`src/rtl/quad_preload_counter.sv`:
```
module quad_preload_counter #(
  parameter int CW = 24
) (
  input  logic        clk,
  input  logic        rst_n,
  input  logic        wr_en,
  input  logic        rd_en,
  input  logic [1:0]  addr,
  input  logic [15:0] wdata,
  output logic [15:0] rdata,
  input  logic        enc_a,
  input  logic        enc_b,
  input  logic        enc_idx,
  input  logic        enc_ce,
  input  logic        latch_strobe,
  output logic        cnt_out,
  output logic        irq
);
  localparam int HW = CW - 16;
  localparam logic [CW-1:0] CMAX = '1;

  logic [3:0] s1, s2;
  logic [2:0] s3;
  logic [CW-1:0] count, hold, pr0, pr1;
  logic [HW-1:0] stage;
  logic [14:0] mode;
  logic [5:0]  cfg;
  logic [3:0]  flags;
  logic rtgl, run, div;

  always_ff @(posedge clk) begin
    if (!rst_n) begin
      s1 <= '0; s2 <= '0; s3 <= '0;
    end else begin
      s1 <= {enc_ce, enc_idx, enc_b, enc_a};
      s2 <= s1;
      s3 <= s2[2:0];
    end
  end

  wire a_cur = s2[0], b_cur = s2[1], i_cur = s2[2], ce_in = s2[3];
  wire a_prv = s3[0], b_prv = s3[1], i_prv = s3[2];
  wire idx_rise = i_cur & ~i_prv;
  wire idx_fall = ~i_cur & i_prv;
  wire a_edge = a_cur ^ a_prv;
  wire b_edge = b_cur ^ b_prv;
  wire q_err  = a_edge & b_edge;
  wire q_up   = a_prv ^ b_cur;

  wire       m_osel = mode[0];
  wire       m_oinv = mode[1];
  wire [1:0] m_ce   = mode[3:2];
  wire [1:0] m_hws  = mode[5:4];
  wire [2:0] m_al   = mode[8:6];
  wire [1:0] m_clk  = mode[10:9];
  wire       m_down = mode[11];
  wire       m_quad = mode[12];
  wire       m_levt = mode[13];
  wire       m_psel = mode[14];

  wire ctl_wr  = wr_en && addr == 2'd3;
  wire cmd_clr = ctl_wr & wdata[15];
  wire cmd_ld  = ctl_wr & wdata[14];
  wire cmd_arm = ctl_wr & wdata[13];

  logic tick, up, hw_en;
  always_comb begin
    if (m_quad) begin
      up = q_up;
      case (m_clk)
        2'b00:   tick = a_edge & ~b_edge & (q_up ? a_cur : ~a_cur);
        2'b01:   tick = a_edge & ~b_edge;
        default: tick = a_edge ^ b_edge;
      endcase
    end else begin
      up = ~m_down;
      case (m_clk)
        2'b00:   tick = a_cur & ~a_prv;
        2'b01:   tick = ~a_cur & a_prv;
        2'b10:   tick = 1'b1;
        default: tick = div;
      endcase
    end
    case (m_hws)
      2'b00:   hw_en = ce_in;
      2'b01:   hw_en = i_cur;
      2'b10:   hw_en = run;
      default: hw_en = ~flags[0];
    endcase
  end

  wire cnt_en  = (m_ce == 2'b01) | (m_ce[1] & (hw_en ^ m_ce[0]));
  wire step    = tick & cnt_en;
  wire at_lim  = up ? (count == CMAX) : (count == '0);
  wire no_cmd  = ~cmd_clr & ~cmd_ld;
  wire ro      = step & at_lim & no_cmd;
  wire auto_ld = no_cmd & ((m_al[0] & ro) | (m_al[1] & idx_rise) | (m_al[2] & idx_fall));
  wire rd_lat  = rd_en && addr == 2'd0 && !m_levt;
  wire ev_lat  = m_levt & (latch_strobe | (cfg[4] & idx_rise) | (cfg[5] & idx_fall));

  always_ff @(posedge clk) begin
    if (!rst_n) begin
      count <= '0; rtgl <= 1'b0; flags <= '0; run <= 1'b0; div <= 1'b0;
      hold <= '0; pr0 <= '0; pr1 <= '0; stage <= '0; mode <= '0; cfg <= '0;
    end else begin
      div <= ~div;
      if (cmd_clr)      count <= '0;
      else if (cmd_ld)  count <= pr0;
      else if (auto_ld) count <= rtgl ? pr1 : pr0;
      else if (step)    count <= up ? count + 1'b1 : count - 1'b1;
      if (cmd_clr) rtgl <= 1'b0;
      else if (ro) rtgl <= ~rtgl;
      flags <= (flags & ~(ctl_wr ? wdata[3:0] : 4'b0) & ~{3'b0, auto_ld})
             | {q_err & m_quad, idx_fall, idx_rise, ro};
      if (cmd_arm) run <= 1'b0;
      else if (idx_rise) run <= 1'b1;
      if (rd_lat || ev_lat) hold <= count;
      if (wr_en) begin
        case (addr)
          2'd0: if (m_psel) pr1 <= {stage, wdata}; else pr0 <= {stage, wdata};
          2'd1: stage <= wdata[HW-1:0];
          2'd2: mode <= wdata[14:0];
          default: cfg <= wdata[11:6];
        endcase
      end
    end
  end

  assign cnt_out = (m_osel ? rtgl : flags[0]) ^ m_oinv;
  assign irq     = |(flags & cfg[3:0]);

  always_comb begin
    case (addr)
      2'd0:    rdata = rd_lat ? count[15:0] : hold[15:0];
      2'd1:    rdata = {{(16-HW){1'b0}}, hold[CW-1:16]};
      2'd2:    rdata = {1'b0, mode};
      default: rdata = {3'b0, rtgl, cfg, i_cur, cnt_out, flags};
    endcase
  end

  AST_CLEAR_CMD: assert property (@(posedge clk) disable iff (!rst_n)
    cmd_clr |=> (count == '0) && !rtgl);
  AST_LOAD_PR0: assert property (@(posedge clk) disable iff (!rst_n)
    (cmd_ld && !cmd_clr) |=> count == $past(pr0));
  AST_RTGL_TOGGLE: assert property (@(posedge clk) disable iff (!rst_n)
    ro |=> rtgl != $past(rtgl));
  AST_ERR_HOLD: assert property (@(posedge clk) disable iff (!rst_n)
    (m_quad && q_err && no_cmd && !auto_ld) |=> $stable(count));
  AST_STAGE_ONLY: assert property (@(posedge clk) disable iff (!rst_n)
    (wr_en && addr == 2'd1) |=> $stable(pr0) && $stable(pr1));
  AST_IRQ_SOURCE: assert property (@(posedge clk) disable iff (!rst_n)
    irq |-> (flags != 4'b0));
endmodule

```
`config.mk`:
```
export PLATFORM = sky130hd
export DESIGN_NAME = quad_preload_counter
export DESIGN_NICKNAME = d
export VERILOG_FILES = /design/src/rtl/quad_preload_counter.sv
export SDC_FILE = /design/constraint.sdc
export NUM_CORES = 1
export LEC_CHECK = 0
export ABC_CLOCK_PERIOD_IN_PS = 4900
export CORE_UTILIZATION = 45
export DETAILED_ROUTE_END_ITERATION = 12
export SETUP_SLACK_MARGIN = 0.3
export SLEW_MARGIN = 10
export SYNTH_ARGS = -nofsm -noshare
export SYNTH_HDL_FRONTEND = slang
export SYNTH_SLANG_ARGS = --single-unit
```
`constraint.sdc`:
```
create_clock -name clk -period 4.9 [get_ports clk]
set_input_delay 0.735 -clock clk [delete_from_list [all_inputs] [get_ports clk]]
set_output_delay 0.735 -clock clk [all_outputs]
set_load 0.01 [all_outputs]
```
# --- Yosys cells after proc, flatten, opt, wreduce, memory -nomap -nowiden ---
# Cells that the tools add are included.
word_totals:
  wordCells: 114
  out_inout_bits: 18
  input_bits: 27
  reg_bits: 143
op_classes:
  addsub: 2
  n_eq_ne: 9
  bitwise: 54
  n_mux: 16
  reduce_logical: 19
ops:
  columns: ["operator", "count"]
  rows:
  - ["24-bit 2-to-1 mux", 5]
  - ["16-bit case mux with 3 select lines", 1]
  - ["24-bit by 1-bit adder with 24-bit output, second input constant", 1]
  - ["24-bit == test, second input constant", 1]
  - ["24-bit zero test", 1]
  - ["24-bit by 1-bit subtractor with 24-bit output, second input constant", 1]
  - ["1-bit bitwise AND", 23]
  - ["16-bit 2-to-1 mux", 1]
  - ["1-bit inverter", 14]
  - ["4-bit bitwise AND", 3]
  - ["2-bit by 1-bit == test with 1-bit output, second input constant", 4]
  - ["2-bit == test, second input constant", 4]
  - ["2-bit zero test", 3]
  - ["1-bit case mux with 3 select lines", 2]
  - ["2-bit AND reduction", 3]
  - ["3-bit AND reduction", 2]
  - ["1-bit XOR", 6]
  - ["1-bit 2-to-1 mux", 5]
  - ["1-bit OR", 5]
  - ["4-bit 2-to-1 mux", 1]
  - ["1-bit inverter with 4-bit output", 1]
  - ["4-bit inverter", 1]
  - ["4-bit OR", 1]
  - ["2-bit OR reduction", 2]
  - ["7 further kinds", 9]

# --- Depth between registers and ports, before layout ---
# Gate-level depths: netlist of run 1.
logic_depth:
  ltp_word: 16
  mapped_depth: 14

# --- Least setup slack after synthesis of run 1 ---
# OpenSTA, ideal clock, no wires.
synth_path:
  path_kind: "reg2reg"
  start: "register mode[12]"
  end: "register count[10]"
  period_less_slack_ns: 3.201
  stages_incl_launch_ff: 15
  t_required_ns: 4.814
  path_slack_ns: 1.699
  t_arrival_ns: 3.115
  cell_sequence: "dfxtp_1 nor2b_1 clkbuf_1 a21oi_1 clkbuf_1 xnor2_1 ha_1 or3_1 nor4_1 a211o_1 or2_2 clkbuf_1 mux2i_1 xnor2_1 a211oi_1"
synth_between:
  elab_chain_cells: 10
  word_cells_on_any_way: 15
  cone_classes: "7 x mux; 7 x bitwise; 1 x reduce/logical"
synth_lines:
  columns: ["element", "line", "source"]
  rows:
  - ["start: declaration", "26", "logic [14:0] mode;"]
  - ["start signal: assignment", "122", "2'd2: mode <= wdata[14:0];"]
  - ["1-bit 2-to-1 mux", "68", "if (m_quad) begin"]
  - ["1-bit bitwise AND / 1-bit 2-to-1 mux (equally long branches)", "93, 94", null]
  - ["1-bit bitwise AND (2 in a row)", "96", "wire ro = step & at_lim & no_cmd;"]
  - ["1-bit bitwise AND", "97", "wire auto_ld = no_cmd & ((m_al[0] & ro) | (m_al[1] & idx_rise) | (m_al[2] & idx_fall));"]
  - ["1-bit OR (2 in a row)", "97", null]
  - ["1-bit bitwise AND", "97", null]
  - ["24-bit 2-to-1 mux", "109", "else if (auto_ld) count <= rtgl ? pr1 : pr0;"]
  - ["24-bit 2-to-1 mux", "108", "else if (cmd_ld) count <= pr0;"]
  - ["end signal: assignment", "108", null]
  - ["end signal: assignment", "109", null]
  - ["end signal: assignment", "110", "else if (step) count <= up ? count + 1'b1 : count - 1'b1;"]
  - ["end: declaration", "24", "logic [CW-1:0] count, hold, pr0, pr1;"]
# Several ways; a longest one is shown, not always the timed one. The select of a mux whose other input is x is not followed.
# A chain may end at the register's enable or synchronous reset.

# --- Final worst setup path of run 1 ---
layout_path:
  start: "input port rd_en"
  end: "output port rdata[7]"
layout_between:
  elab_chain_cells: 4
layout_lines:
  columns: ["element", "line", "source"]
  rows:
  - ["start: declaration", "7", "input logic rd_en,"]
  - ["1-bit logical AND (2 in a row)", "98", "wire rd_lat = rd_en && addr == 2'd0 && !m_levt;"]
  - ["16-bit 2-to-1 mux", "134", "2'd0: rdata = rd_lat ? count[15:0] : hold[15:0];"]
  - ["16-bit case mux with 3 select lines", "133", "case (addr)"]
  - ["end: declaration", "10", "output logic [15:0] rdata,"]
# No other way between the ends.

==> metrics.cfg, run 1 <==
[floorplanning]
io_pins = 45
initial_core_util = 0.4612
die_h_um = 135.4
rows = 48
die_w_um = 135.4
die_area_um2 = 18330
core_area_um2 = 17360

[grt]
grt_pass1_wl_um = 41390
grt_pass1_vias = 6972
grt-ovfl-total = 0
met1_usage = 0.4260
use_met2 = 0.4527
grt_antenna_before_repair = 0
grt.met3_usage = 0.04863
grt_max_degree = 119
globalRouteTotalUtil = 0.3003
grt-busiest-layer = met2

[cts]
clk_pin_slew_worst_paths_ns = 0.06
cts_buffers = 17
clockBufferDepth = 2
clock-sinks = 143
cts_tree = done
cts-resized-gates = 0
cts_setup_buffers = 0
cts_root_buf = clkbuf_16
worstSkewPairLatency_ns = 0.43
cts_htree_levels = 4
ctsHoldBuffers = 0

[logic_synthesis]
syn_avg_cell_area_um2 = 8.339
ys_seq_area_frac = 0.3576
synthDistinctLibCells = 71
syn_nets = 992
ys.flop_type = dfxtp_1
ys_ff_latch = 143
yosysWarnings = 0
synthArstFlopShare = 0
synth_edf_count = 0
syn-cell-area_um2 = 8005
syn_inst = 960

[worst_setup_path]
path_class = input pin to output pin
worstPathRequired_ns = 4.16
crit_arrival_ns = 3.28
start_kind = input pin
endpoint_kind = output pin
r2r_cells = 13
cp_max_fo = 10
rr_startpoint = mode[12]$_SDFFE_PN0P_
r2r_end = count[18]$_SDFFE_PP0P_
r2r_setup_slack_ns = 1.29

[place]
numPortBuffers = 44
dpl.cell_count = 1167
place_congestion = 0.9487
dp_hpwl_um = 18970

[timing]
fin_skew_ns = 0.01037
max_freq_mhz = 249.2
fin_crit_sh = 0.8189
tns_ns = 0
slew_viol_final = 0
setup-violations-final = 0
max-slew-margin-rel = 0.2781
fin_crit_ns = 4.013
worst_pin_slew_ns = 1.080
hold_viol = 0
rsz0062_at_grt = false

[min_path]
hp-start = s1[2]$_SDFF_PN0_
hold_class = flip-flop to flip-flop
whs_path_depth = 1
whs_endpoint = s2[2]$_SDFF_PN0_

[final_layout]
layout-drive-gt1-share = 0.08830
syn2layout_area_growth_pct = 14.05
fin_cells = 1199
num-nets-final = 993
n_antenna_cell = 0

[drt]
postRouteAntennaNets = 0
wl_um = 26170
routedWlPerCell_um = 21.82
drt-pass1-iter-count = 5
first_iter_violations = 751
num_vias = 7248
avgViaCountPerCell = 6.045
drc_errors = 0

[pwr]
ir_worst_vdd_v = 0.0002425
leakagePower_uw = 0.003121
pwr_density_cell_nw_per_um2 = 318.9
finalPower_uw = 2912

[outcome]
status = finished, final reports clean

[job]
cap_violations = 0

-- synth_stat cells (all sizes together) (6+ instances only) --
cell type	number	share of area
o221ai	13	0.014
nor4	8	0.0063
nor3	13	0.0081
inv	14	0.0066
nand4	11	0.0086
a21boi	70	0.066
a211oi	15	0.014
mux2	16	0.023
a21oi	27	0.017
and4	6	0.0066
nor2	41	0.020
o211ai	7	0.0066
mux4	8	0.023
o22ai	7	0.0055
a31oi	6	0.0047
a2111oi	8	0.015
nand3	24	0.015
nand2	189	0.089
and3	6	0.0047
and2	21	0.016
mux2i	56	0.070
xnor2	12	0.014
xor2	7	0.0077
buf	11	0.0075
clkbuf	64	0.030
or4	8	0.0084
o21ai	32	0.021
nor2b	42	0.033
dfxtp	143	0.36
-- cells by family after synthesis --
logic type	synth area share
AO/OA/AOI/OAI	0.2146
XOR/XNOR	0.02454
adder cells (fa/ha/maj)	0.007815
buffers and inverters	0.04408
flip-flops	0.3576
multiplexers	0.1150
AND/OR/NAND/NOR	0.2363
-- how the worst max path moves through the flow --
stage,startpoint,end,slack (ns),cells past startpoint
6_report,rd_en,rdata[7],0.89,5
3_3_place_gp,rd_en,rdata[3],0.94,5
5_1_grt,rd_en,rdata[7],0.74,5
2_1_floorplan,mode[12]$_SDFFE_PN0P_,count[10]$_SDFFE_PP0P_,1.70,14
3_5_place_dp,rd_en,rdata[2],0.92,5
4_1_cts,rd_en,rdata[2],0.92,5
-- metal layers --
layer | vias up | wire [um]
met3 | 47 | 1544
met5 | - | 0
li1 | 3431 | -
met2 | 260 | 11460
met1 | 3510 | 12490
met4 | 0 | 679
-- cells in the final DEF (no fill, tap or decap), types with 6 or more instances in the layout --
cell type	Yosys	routed
a211oi_1	15	15
nand4_1	11	11
or4_1	6	6
nor3_1	13	13
o22ai_1	7	7
and3_1	6	6
nand3_1	24	24
clkbuf_16	0	17
dfxtp_1	143	143
nor4_1	8	8
clkdlybuf4s50_1	0	43
inv_1	14	14
a21boi_0	70	70
a31oi_1	6	6
mux2i_1	56	56
nor2_1	40	40
xor2_1	7	7
o211ai_1	7	7
buf_4	0	13
and2_1	21	21
nand2_1	189	189
and4_1	6	6
mux4_2	8	8
xnor2_1	11	11
o21ai_0	25	25
o221ai_1	13	13
nor2b_1	42	42
a21oi_1	27	27
mux2_2	16	16
-- where the power goes --
| part | total, uW | leakage (uW) | switching (uW) | internal [uW] |
|---|---|---|---|---|
| logic | 318 | 0.00167 | 185 | 133 |
| registers | 1240 | 0.00116 | 49.3 | 1190 |
| clock network | 1350 | 0.000290 | 542 | 811 |
-- registers in the layout, summed over array words and instances, names as in the netlist --
| name | count |
|---|---|
| cfg | 6 |
| count | 24 |
| div | 1 |
| flags | 4 |
| hold | 24 |
| mode | 15 |
| pr0 | 24 |
| pr1 | 24 |
| rtgl | 1 |
| run | 1 |
| s1 | 4 |
| s2 | 4 |
| s3 | 3 |
| stage | 8 |
-- layout make-up --
class / instances / area [um2]
multi-input combinational: 728 / 4790
clock inverter: 14 / 181.4
timing repair buffer: 57 / 533.0
fill: 1659 / 8227
clock buffer: 18 / 429.2
sequential: 143 / 2863
tap: 225 / 281.5
inverter: 14 / 52.55
-- stage by stage --
stage / area, um2 / hold WS, ns / util / setup slack (ns)
after floorplan: 8005 / 0.3915 / - / 1.699
after global placement: 8519 / 0.4131 / 0.4908 / 0.9357
after detailed placement: 8519 / 0.4210 / 0.4908 / 0.9179
after CTS: 9130 / 0.4389 / 0.5260 / 0.9187
after global routing: 9130 / 0.4512 / 0.5260 / 0.7432
final: 9130 / 0.4338 / 0.5260 / 0.8872
-- worst max-delay path, cell delays in order --
cell and delay, ns:
clkdlybuf4s50_1 0.48, nor2b_1 0.70, mux2_2 0.42, mux4_2 0.45, clkdlybuf4s50_1 0.49
Note: power is estimated with default switching activity, not from simulation.
==> run 2, diff against run 1 <==
--- a/config.mk
+++ b/config.mk
@@ -5,7 +5,7 @@
 export SDC_FILE = /design/constraint.sdc
 export NUM_CORES = 1
 export LEC_CHECK = 0
-export ABC_CLOCK_PERIOD_IN_PS = 4900
+export ABC_CLOCK_PERIOD_IN_PS = 3800
 export CORE_UTILIZATION = 45
 export DETAILED_ROUTE_END_ITERATION = 12
 export SETUP_SLACK_MARGIN = 0.3
==> constraint.sdc (replaced) <==
create_clock -name clk -period 3.8 [get_ports clk]
set_input_delay 0.57 -clock clk [delete_from_list [all_inputs] [get_ports clk]]
set_output_delay 0.57 -clock clk [all_outputs]
set_load 0.01 [all_outputs]
==> metrics.cfg, run 2 (synthesized netlist as in run 1, its figures left out) <==
[timing]
rsz0062_at_grt = false  ; unchanged
slew_viol_final = 0  ; unchanged
holdWs_ns = 0.4341  ; was 0.4338 ns
hold_viol = 0  ; unchanged
tns_ns = 0  ; unchanged
max_freq_mhz = 301.3
fin_crit_ns = 3.319
fin_skew_ns = 0.008171  ; was 0.01037 ns
worst_pin_slew_ns = 0.9565  ; was 1.080 ns
max-slew-margin-rel = 0.3623  ; was 0.2781
fin_crit_sh = 0.8735
setup-violations-final = 0  ; unchanged

[pwr]
sequentialPowerShare = 0.441  ; was 0.426
comb_power_share = 0.116  ; was 0.109
power_switching_uw = 1010  ; was 776.2 uW
switching_share = 0.2786  ; was 0.2666
finalPower_uw = 3627  ; was 2912 uW
p_int_uw = 2616  ; was 2136 uW
ir_worst_vdd_v = 0.0002960  ; was 0.0002425 V
leakagePower_uw = 0.003205  ; was 0.003121 uW
clkPwrFrac = 0.443  ; was 0.465
pwr_density_cell_nw_per_um2 = 392.3  ; was 318.9 nW/um2

[grt]
grt-ovfl-total = 0  ; unchanged
met1_usage = 0.4401  ; was 0.4260
grt.met3_usage = 0.04751  ; was 0.04863
grt_pass1_wl_um = 41090  ; was 41390 um
grt_pass1_vias = 6770  ; was 6972
grt-busiest-layer = met1  ; was met2
grt_max_degree = 117  ; was 119
globalRouteTotalUtil = 0.2990  ; was 0.3003
use_met2 = 0.4330  ; was 0.4527
grt_antenna_before_repair = 0  ; unchanged

[worst_setup_path]
crit_family = buffers and inverters  ; unchanged
worstPathRequired_ns = 3.23  ; was 4.16 ns
crit_chain = clkdlybuf4s50_1 > nor2b_1 > buf_4 > mux2_2 > mux4_2 > clkdlybuf4s50_1  ; was clkdlybuf4s50_1 > nor2b_1 > mux2_2 > mux4_2 > clkdlybuf4s50_1
endpoint_kind = output pin  ; unchanged
cp_max_fo = 17  ; was 10
slowest_delay_ns = 0.49  ; was 0.70 ns
crit_top_cell = clkdlybuf4s50_1  ; unchanged
path_class = input pin to output pin  ; unchanged
crit_arrival_ns = 2.75  ; was 3.28 ns
cp_slowest_cell = clkdlybuf4s50_1  ; was nor2b_1
start_kind = input pin  ; unchanged
r2r_setup_slack_ns = 0.58  ; was 1.29 ns
path_buf_inv = 3  ; was 2

[min_path]
hold_class = flip-flop to flip-flop  ; unchanged

[place]
numPortBuffers = 44  ; unchanged
place_congestion = 0.9426  ; was 0.9487
dp_hpwl_um = 19170  ; was 18970 um
placed_area_um2 = 8655  ; was 8519 um2

[cts]
cts_tree = done  ; unchanged
cts-resized-gates = 0  ; unchanged
cts_buffers = 17  ; unchanged
clk_pin_slew_worst_paths_ns = 0.06  ; about the same
cts_htree_levels = 4  ; unchanged
ctsHoldBuffers = 0  ; unchanged
clockBufferDepth = 2  ; unchanged
cts_root_buf = clkbuf_16  ; unchanged
worstSkewPairLatency_ns = 0.43  ; about the same
cts_setup_buffers = 0  ; unchanged
clock-sinks = 143  ; unchanged

[drt]
wl_um = 26170  ; about the same
postRouteAntennaNets = 0  ; unchanged
drc_errors = 0  ; unchanged
num_vias = 7328  ; was 7248
avgViaCountPerCell = 6.021  ; was 6.045
routedWlPerCell_um = 21.50  ; was 21.82 um
first_iter_violations = 796  ; was 751
drt-pass1-iter-count = 5  ; unchanged

[job]
cap_violations = 0  ; unchanged

[final_layout]
seqCellArea_um2 = 2863  ; unchanged
final_area_um2 = 9245  ; was 9130 um2
n_antenna_cell = 0  ; unchanged
layout_common_cells = 189 x nand2_1, 143 x dfxtp_1, 70 x a21boi_0  ; unchanged
syn2layout_area_growth_pct = 15.49  ; was 14.05%
num-nets-final = 1011  ; was 993
multi_input_area_um2 = 4816  ; was 4790 um2
layout_commonest_cell = nand2_1  ; unchanged
fin_util = 0.5327  ; was 0.5260
num-fill-cells = 1628  ; was 1659
layout-drive-gt1-share = 0.1069  ; was 0.08830

[floorplanning]
core_area_um2 = 17360  ; unchanged
io_pins = 45  ; unchanged
die_area_um2 = 18330  ; unchanged
die_w_um = 135.4  ; unchanged
die_h_um = 135.4  ; unchanged
rows = 48  ; unchanged
initial_core_util = 0.4612  ; unchanged

[outcome]
status = finished, final reports clean  ; unchanged

[run 2: worst paths after layout]
| kind | start | endpoint | depth (start not counted) |
|---|---|---|---|
| min | s1[3]$_SDFF_PN0_ | s2[3]$_SDFF_PN0_ | 1 |
| max reg2reg | s3[0]$_SDFF_PN0_ | count[20]$_SDFFE_PP0P_ | 11 |
| max | rd_en | rdata[3] | 6 |
| min reg2reg | s1[3]$_SDFF_PN0_ | s2[3]$_SDFF_PN0_ | 1 |
[run 2: worst reg2reg max path, cell delays in order (launching register included)]
cell	delay (ns)
dfxtp_1	0.38
xnor2_4	0.37
a21oi_1	0.16
xnor2_1	0.15
ha_1	0.30
nand2_1	0.10
nor3_1	0.16
o21ai_0	0.16
a311oi_1	0.34
mux2i_1	0.41
mux2i_1	0.16
a2111oi_0	0.39
[run 2: per-stage QoR]
| stage | instances | worst slack [ns] |
|---|---|---|
| 2_1_floorplan | 960 | 0.5993 |
| 3_3_place_gp | 1185 | 0.4648 |
| 3_5_place_dp | 1185 | 0.4324 |
| 4_1_cts | 1217 | 0.4722 |
| 5_1_grt | 1217 | 0.2853 |
| 6_report | 1217 | 0.4807 |
[run 2: area by class of cell]
cell class / count / area share
Sequential cell: 143 / 0.3096
Clock buffer: 20 / 0.05048
Tap cell: 225 / 0.03045
Multi-Input combinational cell: 728 / 0.5209
Clock inverter: 12 / 0.01056
Inverter: 14 / 0.005684
Timing Repair Buffer: 75 / 0.07227
[run 2: per-layer routing]
layer	vias to the layer above	part of all wire
li1	3467	-
met1	3477	0.47
met2	330	0.43
met3	54	0.067
met4	0	0.029
met5	-	0
[run 2: power by group through the flow]
| stage | clock (uW) | combinational [uW] | sequential, uW |
|---|---|---|---|
| floorplan | 0 | 288 | 1590 |
| global placement | 0 | 413 | 1630 |
| detailed placement | 0 | 410 | 1630 |
| CTS | 1620 | 413 | 1600 |
| global route | 1680 | 455 | 1600 |
| finish | 1610 | 420 | 1600 |
